==> src/rtl/smi_pkg.sv <==
package smi_pkg;
    localparam int REG_W    = 32;
    localparam int B_PER    = 14;
    localparam int B_WDOG   = 13;
    localparam int B_TRAP   = 11;
    localparam int B_GLB    = 7;
    localparam int B_TMR    = 6;
    localparam int B_APM    = 5;
    localparam logic [REG_W-1:0] STORE_MASK = 32'h0000_6860;
    localparam int NSRC     = 6;

    typedef struct packed {
        logic per_en;
        logic wdog_en;
        logic trap_en;
        logic tmr_en;
        logic apm_en;
    } smi_en_t;
endpackage

==> src/rtl/smi_en_regs.sv <==
module smi_en_regs
    import smi_pkg::*;
(
    input  logic             clk,
    input  logic             rst_n,
    input  logic             wr_en_i,
    input  logic [REG_W-1:0] wr_data_i,
    input  logic             lock_i,
    output smi_en_t          en_o,
    output logic [REG_W-1:0] rd_data_o,
    output logic             glb_set_o
);
    typedef struct packed {
        smi_en_t en;
        logic    glb;
    } regs_t;

    regs_t q, d;
    logic  unused_wr;

    assign unused_wr = ^(wr_data_i & ~(STORE_MASK | (REG_W'(1) << B_GLB)));

    always_comb begin
        d     = q;
        d.glb = 1'b0;
        if (wr_en_i) begin
            d.en.per_en  = wr_data_i[B_PER];
            d.en.trap_en = wr_data_i[B_TRAP];
            d.en.tmr_en  = wr_data_i[B_TMR];
            d.en.apm_en  = wr_data_i[B_APM];
            d.glb        = wr_data_i[B_GLB];
            if (!lock_i) begin
                d.en.wdog_en = wr_data_i[B_WDOG];
            end
        end
    end

    always_ff @(posedge clk or negedge rst_n) begin
        if (!rst_n) q <= '0;
        else        q <= d;
    end

    always_comb begin
        rd_data_o         = '0;
        rd_data_o[B_PER]  = q.en.per_en;
        rd_data_o[B_WDOG] = q.en.wdog_en;
        rd_data_o[B_TRAP] = q.en.trap_en;
        rd_data_o[B_TMR]  = q.en.tmr_en;
        rd_data_o[B_APM]  = q.en.apm_en;
    end

    assign en_o      = q.en;
    assign glb_set_o = q.glb;
endmodule

==> src/rtl/smi_sw_timer.sv <==
module smi_sw_timer #(
    parameter int TMR_P0 = 48,
    parameter int TMR_P1 = 160
) (
    input  logic clk,
    input  logic rst_n,
    input  logic en_i,
    input  logic rate_sel_i,
    output logic expire_o
);
    localparam int PMAX  = (TMR_P0 > TMR_P1) ? TMR_P0 : TMR_P1;
    localparam int CNT_W = (PMAX > 2) ? $clog2(PMAX) : 1;
    localparam logic [CNT_W-1:0] LIM0 = CNT_W'(TMR_P0 - 1);
    localparam logic [CNT_W-1:0] LIM1 = CNT_W'(TMR_P1 - 1);

    typedef struct packed {
        logic [CNT_W-1:0] cnt;
        logic             expire;
    } tmr_t;

    tmr_t             q, d;
    logic [CNT_W-1:0] lim;
    logic             hit;

    always_comb begin
        lim      = rate_sel_i ? LIM1 : LIM0;
        hit      = en_i && (q.cnt >= lim);
        d        = q;
        d.expire = hit;
        if (!en_i)    d.cnt = '0;
        else if (hit) d.cnt = '0;
        else          d.cnt = q.cnt + 1'b1;
    end

    always_ff @(posedge clk or negedge rst_n) begin
        if (!rst_n) q <= '0;
        else        q <= d;
    end

    assign expire_o = q.expire;
endmodule

==> src/rtl/smi_src_gate.sv <==
module smi_src_gate
    import smi_pkg::*;
#(
    parameter int                 IO_ADDR_W = 16,
    parameter logic [IO_ADDR_W-1:0] PORT_A  = 'h62,
    parameter logic [IO_ADDR_W-1:0] PORT_B  = 'h66
) (
    input  logic                 clk,
    input  logic                 rst_n,
    input  smi_en_t              en_i,
    input  logic                 reroute_i,
    input  logic                 periodic_i,
    input  logic                 wdog_i,
    input  logic                 nmi_i,
    input  logic                 io_valid_i,
    input  logic [IO_ADDR_W-1:0] io_addr_i,
    input  logic                 apm_i,
    input  logic                 tmr_fire_i,
    output logic                 io_trap_o,
    output logic                 io_fwd_o,
    output logic                 smi_n_o
);
    typedef struct packed {
        logic smi_n;
    } gate_t;

    gate_t           q, d;
    logic [NSRC-1:0] raw, gate, hot;
    logic            addr_hit;

    always_comb begin
        addr_hit  = (io_addr_i == PORT_A) || (io_addr_i == PORT_B);
        io_trap_o = io_valid_i && en_i.trap_en && addr_hit;
        io_fwd_o  = io_valid_i && !io_trap_o;
        raw  = {periodic_i, wdog_i, nmi_i, io_trap_o, apm_i, tmr_fire_i};
        gate = {en_i.per_en, en_i.wdog_en, en_i.wdog_en | reroute_i,
                1'b1, en_i.apm_en, 1'b1};
    end

    for (genvar i = 0; i < NSRC; i++) begin : g_qual
        assign hot[i] = raw[i] & gate[i];
    end

    always_comb begin
        d       = q;
        d.smi_n = ~(|hot);
    end

    always_ff @(posedge clk or negedge rst_n) begin
        if (!rst_n) q <= '{smi_n: 1'b1};
        else        q <= d;
    end

    assign smi_n_o = q.smi_n;
endmodule

==> src/rtl/smi_enable_ctrl.sv <==
module smi_enable_ctrl
    import smi_pkg::*;
#(
    parameter int IO_ADDR_W = 16,
    parameter int TMR_P0    = 48,
    parameter int TMR_P1    = 160
) (
    input  logic                 clk,
    input  logic                 rst_n,
    input  logic                 wr_en_i,
    input  logic [REG_W-1:0]     wr_data_i,
    output logic [REG_W-1:0]     rd_data_o,
    input  logic                 en_lock_i,
    input  logic                 nmi_reroute_i,
    input  logic                 periodic_sts_i,
    input  logic                 wdog_evt_i,
    input  logic                 nmi_evt_i,
    input  logic                 io_valid_i,
    input  logic [IO_ADDR_W-1:0] io_addr_i,
    input  logic                 apm_wr_i,
    input  logic                 rate_sel_i,
    output logic                 io_trap_o,
    output logic                 io_fwd_o,
    output logic                 glb_set_o,
    output logic                 tmr_sts_o,
    output logic                 smi_n_o
);
    smi_en_t en;
    logic    expire;

    smi_en_regs u_regs (
        .clk       (clk),
        .rst_n     (rst_n),
        .wr_en_i   (wr_en_i),
        .wr_data_i (wr_data_i),
        .lock_i    (en_lock_i),
        .en_o      (en),
        .rd_data_o (rd_data_o),
        .glb_set_o (glb_set_o)
    );

    smi_sw_timer #(.TMR_P0(TMR_P0), .TMR_P1(TMR_P1)) u_tmr (
        .clk        (clk),
        .rst_n      (rst_n),
        .en_i       (en.tmr_en),
        .rate_sel_i (rate_sel_i),
        .expire_o   (expire)
    );

    assign tmr_sts_o = expire & en.tmr_en;

    smi_src_gate #(.IO_ADDR_W(IO_ADDR_W)) u_gate (
        .clk        (clk),
        .rst_n      (rst_n),
        .en_i       (en),
        .reroute_i  (nmi_reroute_i),
        .periodic_i (periodic_sts_i),
        .wdog_i     (wdog_evt_i),
        .nmi_i      (nmi_evt_i),
        .io_valid_i (io_valid_i),
        .io_addr_i  (io_addr_i),
        .apm_i      (apm_wr_i),
        .tmr_fire_i (tmr_sts_o),
        .io_trap_o  (io_trap_o),
        .io_fwd_o   (io_fwd_o),
        .smi_n_o    (smi_n_o)
    );
endmodule

==> config.mk <==
export PLATFORM = sky130hd
export DESIGN_NAME = smi_enable_ctrl
export DESIGN_NICKNAME = d
export VERILOG_FILES = /design/src/rtl/smi_pkg.sv /design/src/rtl/smi_en_regs.sv /design/src/rtl/smi_sw_timer.sv /design/src/rtl/smi_src_gate.sv /design/src/rtl/smi_enable_ctrl.sv
export SDC_FILE = /design/constraint.sdc
export NUM_CORES = 1
export LEC_CHECK = 0
export BUFFER_PORTS_ARGS = -buffer_cell sky130_fd_sc_hd__buf_2
export CAP_MARGIN = 20
export CORE_MARGIN = 8
export CORE_UTILIZATION = 30
export CTS_CLUSTER_DIAMETER = 50
export CTS_CLUSTER_SIZE = 16
export DETAILED_ROUTE_END_ITERATION = 6
export PLACE_DENSITY = 0.71
export SYNTH_ARGS = -nofsm -noshare
export SYNTH_HDL_FRONTEND = slang
export SYNTH_SLANG_ARGS = --single-unit
==> constraint.sdc <==
create_clock -name clk -period 3.1 [get_ports clk]
set_clock_uncertainty 0.05 [all_clocks]
set_input_delay 0.155 -clock clk [delete_from_list [all_inputs] [get_ports clk]]
set_output_delay 0.155 -clock clk [all_outputs]
set_load 0.01 [all_outputs]
==> run summary, run 1 <==
The critical path data arrival time came out at 1.82 ns. The tools report the post-synth design cell area as 1030 sq um. The total of endpoints with negative setup slack in the final report came out at 0. Timing would allow up to 0.598 GHz.

For this run, the detailed router's first-pass iteration total came to 3. By instance count, the cell type seen most on the critical path is sky130_fd_sc_hd__a211oi_1. The largest single stage delay on the critical path is 0.43 ns.

From synthesis to final layout, the design area changed by 18.6%. The worst setup path is captured at a flip-flop. Together, buffers and inverters on the worst path number 0. The tools report the number of top-level pins as 96. Setup repair after global routing left no endpoint under its margin. The path class of the tightest hold or removal check is in2reg. Measured in cells, the most critical reg-to-reg path has a length of 4. The count of synthesis-stage warnings from yosys is 0, and the number of vias per cell after detailed routing is 4.22. The die covers 5580 sq um.

The floorplan has 21 rows. The global-route congestion overflow total was 0; the number of endpoints with negative hold slack in the final report was 0. The signal on the critical path passes through ha_1 > a211oi_1 > o22ai_2 > a211oi_1. After detailed routing, the total wire length is 2.31 mm. The run gives 31.2% as the starting density of the core.

The total stage count of the critical path came out at 4. The first global-routing pass estimated 3.36 mm of wire. Entering global routing, the biggest net connects 17 pins.

The number of instances in the synthesized netlist is 103. The post-route setup TNS is 0 ns. The cell family contributing the most delay on the critical path is compound AO/OA/AOI/OAI gates. The HPWL after detailed placement is 1.96 mm. Along the worst hold path, the cell count comes to 2.

The total routing resource utilization after global routing came out at 7.76%. The worst IR drop on VDD is 0.118 mV. TritonCTS built the clock tree. The final critical path takes up 54.0% of the cycle.

The detail route stage leaves a number of antenna-violating nets equal to 0. The tools report the total number of nets in the final design as 210. The smallest clock period supported by the final layout is computed as 1.67 ns.

Leaving out fill and tap cells, the most frequent cells in the layout are sky130_fd_sc_hd__buf_2, sky130_fd_sc_hd__conb_1, sky130_fd_sc_hd__dfrtp_1. The total power divided by cell area works out to 377 nW/um^2. In the final layout, the multi-input gates occupy 504 sq um.

Averaged over all synthesized cells, the footprint is 10.0 sq um. The floorplan die width is 74.7 microns, and the die boundary height is 74.7 microns. The longest clock path from root to sink contains 2 buffers. For the number of max-cap violations, the log shows 0. The number of levels the H-tree was split into is 1, and the total of fill cells in the finished design is 353. Of the synthesized area, sequential elements account for 38.9%. The library cell used most frequently in the layout, excluding fill and tap cells, is sky130_fd_sc_hd__buf_2. The clock transition at the registers of the reported paths was 0.09 ns. The per-cell routed wire length is 12.0 microns, and the number of antenna violations at the first check in global routing is 0. The area of the core was 3310 sq um. The repair_antennas step left the layout with diodes totalling 0. The run gives 16 as the first-iteration detailed-routing DRC count. The master of the slowest instance on the critical path is sky130_fd_sc_hd__dfrtp_1. The sequential cells in the finished layout cover a total of 402 sq um. The total number of clock tree sinks is 16.

The via count of the first global-routing pass was 769; the number of synthesized register bits was 16. After clock tree synthesis, the setup repair step added 0 buffers. Summed over all cells, the static leakage comes to 0.624 nW. The run finished with clean final reports. Port buffering added 41 buffers. Total number of vias: 810. In this run the worst path has a maximum fanout of 9. The tools report the total clock buffers created by CTS as 3. The clock reaches the later pin of the worst-skew pair after 0.28 ns. For the worst setup path, the data required time is 3.25 ns. The number of library cell types mapped by synthesis was 33; the max-slew violation count was 0. The nature of the critical path startpoint is a flip-flop. Root cell of the clock tree: sky130_fd_sc_hd__clkbuf_4. In the final layout, the share of cells above drive strength 1 is 37.0%. The critical path in this run is classified as reg2reg. The design draws 462 uW. The residual DRC count is 0, and the global placer's final weighted congestion is 0.766.
[kinds of logic (layout without fill, tap and decap cells)]
group / count (synthesis) / count (layout) / share of synthesized area (%)
adders and majority gates: 4 / 4 / 4.84
DFF: 16 / 16 / 38.9
and+or+nand+nor: 28 / 28 / 16.2
other: 1 / 27 / 0.363
buffers and inverters: 32 / 49 / 21.8
AOI/OAI and AO/OA: 14 / 14 / 9.93
muxes: 5 / 5 / 5.45
xor gates and xnor gates: 3 / 3 / 2.54
[stage by stage]
stage / worst slack (ns) / hold slack [ns] / instances / util (%) / cell area (sq um)
after floorplan: 1.62 / -0.191 / 129 / - / 1130
after global placement: 1.47 / 0.0276 / 187 / 35.6 / 1180
after detailed placement: 1.44 / 0.0336 / 187 / 35.6 / 1180
final: 1.43 / 0.0375 / 192 / 37.0 / 1230
after global routing: 1.22 / 0.0304 / 192 / 37.0 / 1230
after CTS: 1.44 / 0.0308 / 192 / 37.0 / 1230
[flip-flops by register name, indices dropped and copies added, names as in the netlist]
register / cells
u_tmr.expire_o: 1
u_regs.glb_set_o: 1
u_regs.en_o: 5
u_tmr.q: 8
u_gate.smi_n_o: 1
[cell type report]
type	instances	share of cell area (%)
tap	46	4.69
sequential	16	32.8
clock buffer	4	2.96
inverter	3	0.918
timing repair buffer	42	17.6
multi-input combinational	81	41.1
[synth_stat cells]
master                      n  area share (%)
sky130_fd_sc_hd__buf_4     28              20
sky130_fd_sc_hd__dfrtp_1   15              36
sky130_fd_sc_hd__mux2_2     5             5.4
sky130_fd_sc_hd__nor3_1     5             2.4
sky130_fd_sc_hd__ha_1       4             4.8
sky130_fd_sc_hd__o21ai_0    4             1.9
sky130_fd_sc_hd__a211oi_1   3             2.2
sky130_fd_sc_hd__and2_1     3             1.8
sky130_fd_sc_hd__inv_1      3             1.1
sky130_fd_sc_hd__nand2_1    3             1.1
sky130_fd_sc_hd__nand3_1    3             1.5
sky130_fd_sc_hd__or3_1      3             1.8
sky130_fd_sc_hd__a22oi_1    2             1.5
sky130_fd_sc_hd__nor2_1     2            0.73
sky130_fd_sc_hd__xor2_1     2             1.7
sky130_fd_sc_hd__a211oi_2   1             1.2
sky130_fd_sc_hd__a21boi_0   1            0.73
sky130_fd_sc_hd__a21oi_1    1            0.48
sky130_fd_sc_hd__and4_1     1            0.85
sky130_fd_sc_hd__buf_1      1            0.36
sky130_fd_sc_hd__conb_1     1            0.36
sky130_fd_sc_hd__dfstp_2    1             2.5
sky130_fd_sc_hd__nand2b_1   1            0.61
sky130_fd_sc_hd__nand3_2    1            0.97
sky130_fd_sc_hd__nand4_1    1            0.61
sky130_fd_sc_hd__nand4b_1   1            0.85
sky130_fd_sc_hd__nor2b_1    1            0.61
sky130_fd_sc_hd__nor4_1     1            0.61
sky130_fd_sc_hd__nor4b_1    1            0.85
sky130_fd_sc_hd__nor4bb_1   1            0.97
sky130_fd_sc_hd__o21a_1     1            0.73
sky130_fd_sc_hd__o22ai_2    1             1.2
sky130_fd_sc_hd__xnor2_1    1            0.85
[power by group]
part,switching (mW),internal [mW]
Clock,0.0611,0.0714
Sequential,0.0131,0.225
Combinational,0.0512,0.0398
Total,0.125,0.336
[worst paths after layout]
path | endpoint | from | slack (ns)
hold reg to reg | u_tmr.q[1]$_DFF_PN0_ | u_tmr.q[1]$_DFF_PN0_ | 0.47
min in group asynchronous | u_tmr.q[6]$_DFF_PN0_ | rst_n | 0.25
setup reg to reg | u_tmr.q[7]$_DFF_PN0_ | u_tmr.q[6]$_DFF_PN0_ | 1.43
setup / recovery | u_tmr.q[7]$_DFF_PN0_ | u_tmr.q[6]$_DFF_PN0_ | 1.43
max in group asynchronous | u_gate.smi_n_o$_DFF_PN1_ | rst_n | 2.44
hold / removal | u_regs.glb_set_o$_DFF_PN0_ | wr_data_i[7] | 0.04
[per-layer routing]
layer,wire [microns],track usage [%],vias up
li1,-,-,394
met1,823,8.29,364
met2,1020,12.2,50
met3,455,4.13,2
met4,16,3.91,0
met5,0,0,-
[timing repair]
item / CTS / global route
hold buffers: 1 / 0
hold endpoints to repair: 15 / 0
resized for setup: 0 / 0
Note: power is estimated with default switching activity, not from simulation.
==> inputs of run 2 (changes only) <==
==> constraint.sdc (replaced) <==
create_clock -name clk -period 1.8 [get_ports clk]
set_clock_uncertainty 0.05 [all_clocks]
set_input_delay 0.09 -clock clk [delete_from_list [all_inputs] [get_ports clk]]
set_output_delay 0.09 -clock clk [all_outputs]
set_load 0.01 [all_outputs]
==> run 2 against run 1 <==
  * Via count is 2.7% higher
  * Utilization rose by 2.2 points
  * Sequential share of layout area fell by 1.8 points
  * Global-route usage increased by 0.14 points
  * Final cell count rose by 3.6%
  * Fmax is 0.84% higher
  * Combinational power grew 87%
  * Worst setup slack worse by 1.3 ns
  * Largest cell class unchanged
  * Largest power group unchanged
==> run summary, run 2 (same netlist as run 1, synthesis figures left out) <==
The total clock buffers created by CTS was 3 (unchanged). The number of endpoints with negative hold slack in the final report came out at 0 (unchanged). The run gives 0.766 (unchanged) as the global placer's final weighted congestion. For the area of the core, the log shows 3310 sq um (unchanged). Area growth from synthesis to layout: 25.5%. Total power divided by cell area: 621 nW/um^2 (+65%). The tools report the root cell of the clock tree as sky130_fd_sc_hd__clkbuf_4.

The multi-input logic area is 515 sq um (+2.2%), and the global-route congestion overflow total is 0 (unchanged). The tools report the total number of vias as 832 (+2.7%). Clock period minus worst slack: 1.66 ns (-0.0139 ns). The logs give 4 (+1) for the number of iterations in the first detailed-routing pass and 0 (unchanged) for the number of diodes. The run gives 16 (unchanged) as the total number of clock tree sinks.

The clock transition at the registers of the reported paths is 0.09 ns (about the same), and the floorplan die width is 74.7 microns (unchanged). The amount of wire on met3 after detailed routing is 439 microns (-3.5%), and the number of antenna violations at the first check in global routing is 0 (unchanged). The final worst-path cycle share came out at 92.2% (+38 points). Max-slew violation count: 0 (unchanged). Per-cell routed wire length: 12.9 microns (+6.8%).

After detailed routing, no signal wire sits above met4. The total of endpoints with negative setup slack in the final report came out at 0 (unchanged). The total of fill cells in the finished design was 341 (-3.4%); the worst IR drop on VDD was 0.203 mV (+73%). The post-route setup TNS came out at 0 ns (unchanged). The number of vias per cell after detailed routing was 4.18 (-0.90%). The maximum fanout count along the critical path is 5 (-4).

Setup repair after global routing left no endpoint under its margin. The cell leakage power is 0.652 nW (+4.4%), and the detailed-route wire length on metal 1 is 929 microns (+13%). The count of buffers from port buffering is 41 (unchanged).

The logs give 1.93 ns (-1.32 ns) for the required time of the critical path and 217 (+3.3%) for the total number of nets in the final design. For the number of buffers inserted by post-CTS setup repair, the log shows 0 (unchanged). The tools report the residual DRC count as 0 (unchanged). The area of all sequential standard cells is 402 sq um (unchanged). The tools report the critical path data arrival time as 1.78 ns (-0.04 ns). The register with the most flip-flops in the final layout is u_tmr.q.

For the HPWL reported at the end of detailed placement, the log shows 1.96 mm (unchanged). The setup path with the least slack is of type reg2reg. The proportion of layout cells with a drive suffix above 1 works out to 35.9% (-1.0 points).

For the maximum root-to-sink buffer count, the log shows 2 (unchanged). The logs give 1.16 mm (+14%) for the length of routed met2 wiring and 0.28 ns (about the same) for the clock latency reported for the late side of the worst-skew pair. First-iteration detailed-routing DRC count: 19 (+3).

The post-route core utilization was 39.2% (+2.2 points). The worst setup path is captured at a flip-flop. The top cell types in the final layout, fill and taps aside, are sky130_fd_sc_hd__buf_2, sky130_fd_sc_hd__conb_1, sky130_fd_sc_hd__dfrtp_1. The number of levels the H-tree was split into came out at 1 (unchanged).

Class of the tightest hold or removal check: in2reg. The number of max-cap violations came out at 0 (unchanged). The via count of the first global-routing pass is 789 (+2.6%). The library cell used most frequently in the layout, excluding fill and tap cells, is sky130_fd_sc_hd__buf_2. The pin count of the biggest net entering global routing was 17 (unchanged).

The flip-flop count of the largest register, all copies and words added is 8 (unchanged). The cell area after placement was 1180 sq um (unchanged); the count of standard-cell rows was 21 (unchanged). The achievable clock frequency is 0.603 GHz (+0.84%).

The total routing resource utilization after global routing was 7.90% (+0.14 points); the starting density of the core was 31.2% (unchanged). The number of top-level pins came out at 96 (unchanged). The flow ran to the end, and the final reports show no timing, DRC or antenna violations. The run gives 1300 sq um (+5.8%) as the area of all placed cells without fillers. TritonCTS built the clock tree.

First-pass GRT wire length: 3.40 mm (+1.2%). Nature of the critical path startpoint: a flip-flop. The total wirelength of the detailed-routed design is 2.56 mm (+11%). The die area is 5580 sq um (unchanged), and the remaining antenna violation count is 0 (unchanged).

The die boundary height is 74.7 microns (unchanged).
==> run 2: power by group <==
group          total, mW  switching, mW  internal, mW
sequential         0.410         0.0226         0.388
clock              0.225          0.102         0.123
combinational      0.170         0.0929        0.0773
==> run 2: worst max-delay path: stages, from the launching register on <==
cell	delay, ns
sky130_fd_sc_hd__dfrtp_1	0.43
sky130_fd_sc_hd__ha_1	0.33
sky130_fd_sc_hd__a211oi_2	0.32
sky130_fd_sc_hd__o22ai_1	0.21
sky130_fd_sc_hd__o21a_1	0.21
==> run 2: final timing paths <==
path / startpoint / endpoint / slack, ns / cells past startpoint
setup / recovery: u_tmr.q[6]$_DFF_PN0_ / u_tmr.expire_o$_DFF_PN0_ / 0.14 / 4
hold / removal: nmi_evt_i / u_gate.smi_n_o$_DFF_PN1_ / 0.01 / 4
setup reg to reg: u_tmr.q[6]$_DFF_PN0_ / u_tmr.expire_o$_DFF_PN0_ / 0.14 / 4
hold reg to reg: u_tmr.q[1]$_DFF_PN0_ / u_tmr.q[1]$_DFF_PN0_ / 0.47 / 1
max in group asynchronous: rst_n / u_gate.smi_n_o$_DFF_PN1_ / 1.21 / 2
min in group asynchronous: rst_n / u_tmr.q[6]$_DFF_PN0_ / 0.19 / 2
==> run 2: stage by stage <==
stage / cells / worst slack, ns / power [mW] / hold slack, ns
finish: 199 / 0.141 / 0.806 / 0.0149
global route: 199 / 0.0179 / 0.854 / 0.00366
CTS: 197 / 0.135 / 0.813 / 0.00143
detailed placement: 187 / 0.136 / 0.573 / -0.0314
global placement: 187 / 0.174 / 0.569 / -0.0374
floorplan: 129 / 0.318 / 0.547 / -0.256
==> run 2: area by class of cell <==
type                       instances  share of cell area [%]
sequential                        16                    31.0
inverter                           3                   0.868
tap                               46                    4.44
multi-input combinational         82                    39.7
timing repair buffer              48                    21.2
clock buffer                       4                    2.80
==> run 2: timing repair <==
action / in CTS / in global routing
gates resized for setup: 0 / 1
endpoints found under the hold margin: 21 / 1
setup endpoints to repair: 0 / 3
hold buffers: 6 / 1
==> run 2: layer usage <==
| layer | vias up | track usage, % |
|---|---|---|
| met3 | 4 | 4.13 |
| met4 | 0 | 3.91 |
| met2 | 50 | 12.8 |
| met5 | - | 0 |
| li1 | 409 | - |
| met1 | 369 | 8.22 |
==> inputs of run 3 (changes only) <==
--- a/config.mk
+++ b/config.mk
@@ -7,11 +7,13 @@
 export LEC_CHECK = 0
 export BUFFER_PORTS_ARGS = -buffer_cell sky130_fd_sc_hd__buf_2
 export CAP_MARGIN = 20
+export CORE_ASPECT_RATIO = 1.5
 export CORE_MARGIN = 8
 export CORE_UTILIZATION = 30
 export CTS_CLUSTER_DIAMETER = 50
 export CTS_CLUSTER_SIZE = 16
 export DETAILED_ROUTE_END_ITERATION = 6
+export HOLD_SLACK_MARGIN = 0.08
 export PLACE_DENSITY = 0.71
 export SYNTH_ARGS = -nofsm -noshare
 export SYNTH_HDL_FRONTEND = slang
==> constraint.sdc (replaced) <==
create_clock -name clk -period 1.8 [get_ports clk]
set_clock_uncertainty 0.05 [all_clocks]
set_input_delay 0.18 -clock clk [delete_from_list [all_inputs] [get_ports clk]]
set_output_delay 0.18 -clock clk [all_outputs]
set_load 0.01 [all_outputs]
==> run 3 against run 2 <==
  * Utilization decreased by 2.2 points
  * Clock power increased by 39%
  * Count of clock-buffer cells in the layout unchanged
  * Hold slack improved by 0.078 ns
  * Power increased by 8.8%
  * Final area decreased by 4.4%
  * Sequential share of layout area increased by 1.4 points
  * Largest power group unchanged
  * Highest routed layer unchanged
==> run summary, run 3 (same netlist as run 1, synthesis figures left out) <==
Counting stages on the worst path, the most repeated cell is sky130_fd_sc_hd__a211oi_1. The floorplan die width was 63.9 microns (-14%); the total of endpoints with negative setup slack in the final report was 0 (unchanged). Pin count of the biggest net entering global routing: 17 (unchanged). The run gives 1 (unchanged) as the number of levels the H-tree was split into.

Setup repair after global routing left no endpoint under its margin. Count of buffers from port buffering: 41 (unchanged). The multi-input logic area is 504 sq um (-2.2%).

The post-route setup TNS came out at 0 ns (unchanged). Maximum cell stage delay along the critical path: 0.41 ns (-0.02 ns). The maximum fanout count along the critical path came out at 9 (+4). The total power divided by cell area is 707 nW/um^2 (+14%). The run gives 8.20% (+0.31 points) as the total routing resource utilization after global routing. The tools report the max-slew violation count as 0 (unchanged). The tools report the number of max-cap violations as 0 (unchanged). The library cell used most frequently in the layout, excluding fill and tap cells, is sky130_fd_sc_hd__buf_2.

The area of the core is 3350 sq um (+1.2%). The logs give 0 (unchanged) for the remaining antenna violation count and 402 sq um (unchanged) for the area of all sequential standard cells. The logs give 1.90 mm (-2.6%) for the HPWL reported at the end of detailed placement and 0.25 ns (-0.03 ns) for the clock latency reported for the late side of the worst-skew pair. TritonCTS built the clock tree.

The number of diodes was 0 (unchanged); the number of vias per cell after detailed routing was 4.32 (+3.4%). The total power of the final layout was 877 uW (+8.8%); the flip-flop count of the largest register, all copies and words added was 8 (unchanged). Global placer's final weighted congestion: 0.803 (+4.8%). For the area of all placed cells without fillers, the log shows 1240 sq um (-4.4%). The cell leakage power is 0.632 nW (-3.0%), and the critical path data arrival time is 1.74 ns (-0.04 ns). The final worst-path cycle share came out at 91.1% (-1.1 points). The residual DRC count came out at 0 (unchanged). The family with the most delay on the worst path is compound AO/OA/AOI/OAI gates. The die boundary height came out at 87.9 microns (+18%).

The area growth from synthesis to layout was 20.0%; the clock period minus worst slack was 1.64 ns (-0.0200 ns). For the starting density of the core, the log shows 30.8% (-0.37 points). The post-route worst hold slack came out at 0.0927 ns (+0.0778 ns). The worst setup path is captured at a flip-flop. For the via count of the first global-routing pass, the log shows 863 (+9.4%). The total number of vias is 813 (-2.3%). First-pass GRT wire length: 3.68 mm (+8.3%). Class of the tightest hold or removal check: in2reg.

The worst setup path is launched from a flip-flop. The worst setup path is of the reg2reg kind. The number of buffers inserted by post-CTS setup repair came out at 0 (unchanged). The proportion of layout cells with a drive suffix above 1 was 37.0% (+1.0 points). The number of iterations in the first detailed-routing pass came out at 4 (unchanged). The master of the slowest instance on the critical path is sky130_fd_sc_hd__dfrtp_1. The total of fill cells in the finished design is 354 (+3.8%), and the number of top-level pins is 96 (unchanged).

Cell area after placement: 1170 sq um (-0.42%). The tools report the worst IR drop on VDD as 0.265 mV (+30%). Per-cell routed wire length: 12.2 microns (-5.4%). For the total number of nets in the final design, the log shows 210 (-3.2%). The maximum root-to-sink buffer count came out at 2 (unchanged). The clock transition at the registers of the reported paths was 0.06 ns (-0.03 ns); the achievable clock frequency was 0.610 GHz (+1.2%). The total clock buffers created by CTS came out at 3 (unchanged). The flow ran to the end, and the final reports show no timing, DRC or antenna violations. The run gives 0 (unchanged) as the number of endpoints with negative hold slack in the final report. The logs give 0 (unchanged) for the number of antenna violations at the first check in global routing and 16 (unchanged) for the total number of clock tree sinks. Traced cell by cell, the critical path runs through ha_1 > a211oi_1 > o22ai_2 > a211oi_1.

For the first-iteration detailed-routing DRC count, the log shows 50 (+31). In the layout the commonest cells are sky130_fd_sc_hd__buf_2, sky130_fd_sc_hd__conb_1, sky130_fd_sc_hd__dfrtp_1. The global-route congestion overflow total was 0 (unchanged).

Counting flops per register, the top entry is u_tmr.q. The count of standard-cell rows was 26 (+24%); the die area was 5620 sq um (+0.69%). The total wirelength of the detailed-routed design is 2.29 mm (-11%). The root buffer cell chosen for the clock tree is sky130_fd_sc_hd__clkbuf_8. The tools report the required time of the critical path as 1.91 ns (-0.02 ns). The number of buffers and inverters on the critical path came out at 0 (unchanged).
-- run 3: cell count changes in the layout (fill, tap and decap cells not counted), sizes merged --
cell         delta
o22ai           -1
dlygate4sd3     -6
-- run 3: area by class of cell --
class / instances / share of cell area [%]
clock buffers: 4 / 4.44
inverters: 3 / 0.908
flip-flops and latches: 16 / 32.4
repair buffers: 42 / 17.4
well taps: 42 / 4.24
multi-input cells: 81 / 40.7
-- run 3: report_power, final --
part	switching (mW)	total [mW]	internal (mW)	leakage, nW
clock network	0.118	0.312	0.194	0.0288
logic	0.0874	0.156	0.0684	0.398
registers	0.0213	0.410	0.389	0.205
-- run 3: final timing paths --
kind,end,cells past startpoint,start,slack (ns)
max,u_tmr.q[6]$_DFF_PN0_,4,u_tmr.q[6]$_DFF_PN0_,0.16
min,u_regs.glb_set_o$_DFF_PN0_,2,wr_data_i[7],0.09
max reg2reg,u_tmr.q[6]$_DFF_PN0_,4,u_tmr.q[6]$_DFF_PN0_,0.16
min reg2reg,u_tmr.q[1]$_DFF_PN0_,1,u_tmr.q[1]$_DFF_PN0_,0.45
max in group asynchronous,u_gate.smi_n_o$_DFF_PN1_,2,rst_n,1.08
min in group asynchronous,u_regs.glb_set_o$_DFF_PN0_,2,rst_n,0.32
-- run 3: timing repair --
action / CTS / global route
hold endpoints to repair: 16 / 0
hold buffers: 1 / 0
gates resized for setup: 0 / 0
-- run 3: metal layers --
layer	part of all wire, %	global-route usage, %	vias up
li1	-	-	394
met4	1.4	4.89	0
met5	0	0	-
met3	18	5.38	4
met1	36	6.97	360
met2	45	14.0	55
-- run 3: stage by stage --
stage                     cells  utilization [%]  setup WS [ns]
after detailed placement    183             35.1          0.166
after floorplan             129                -          0.318
after global routing        188             37.0         0.0396
after global placement      183             35.1          0.141
after CTS                   188             37.0          0.155
final                       188             37.0          0.161
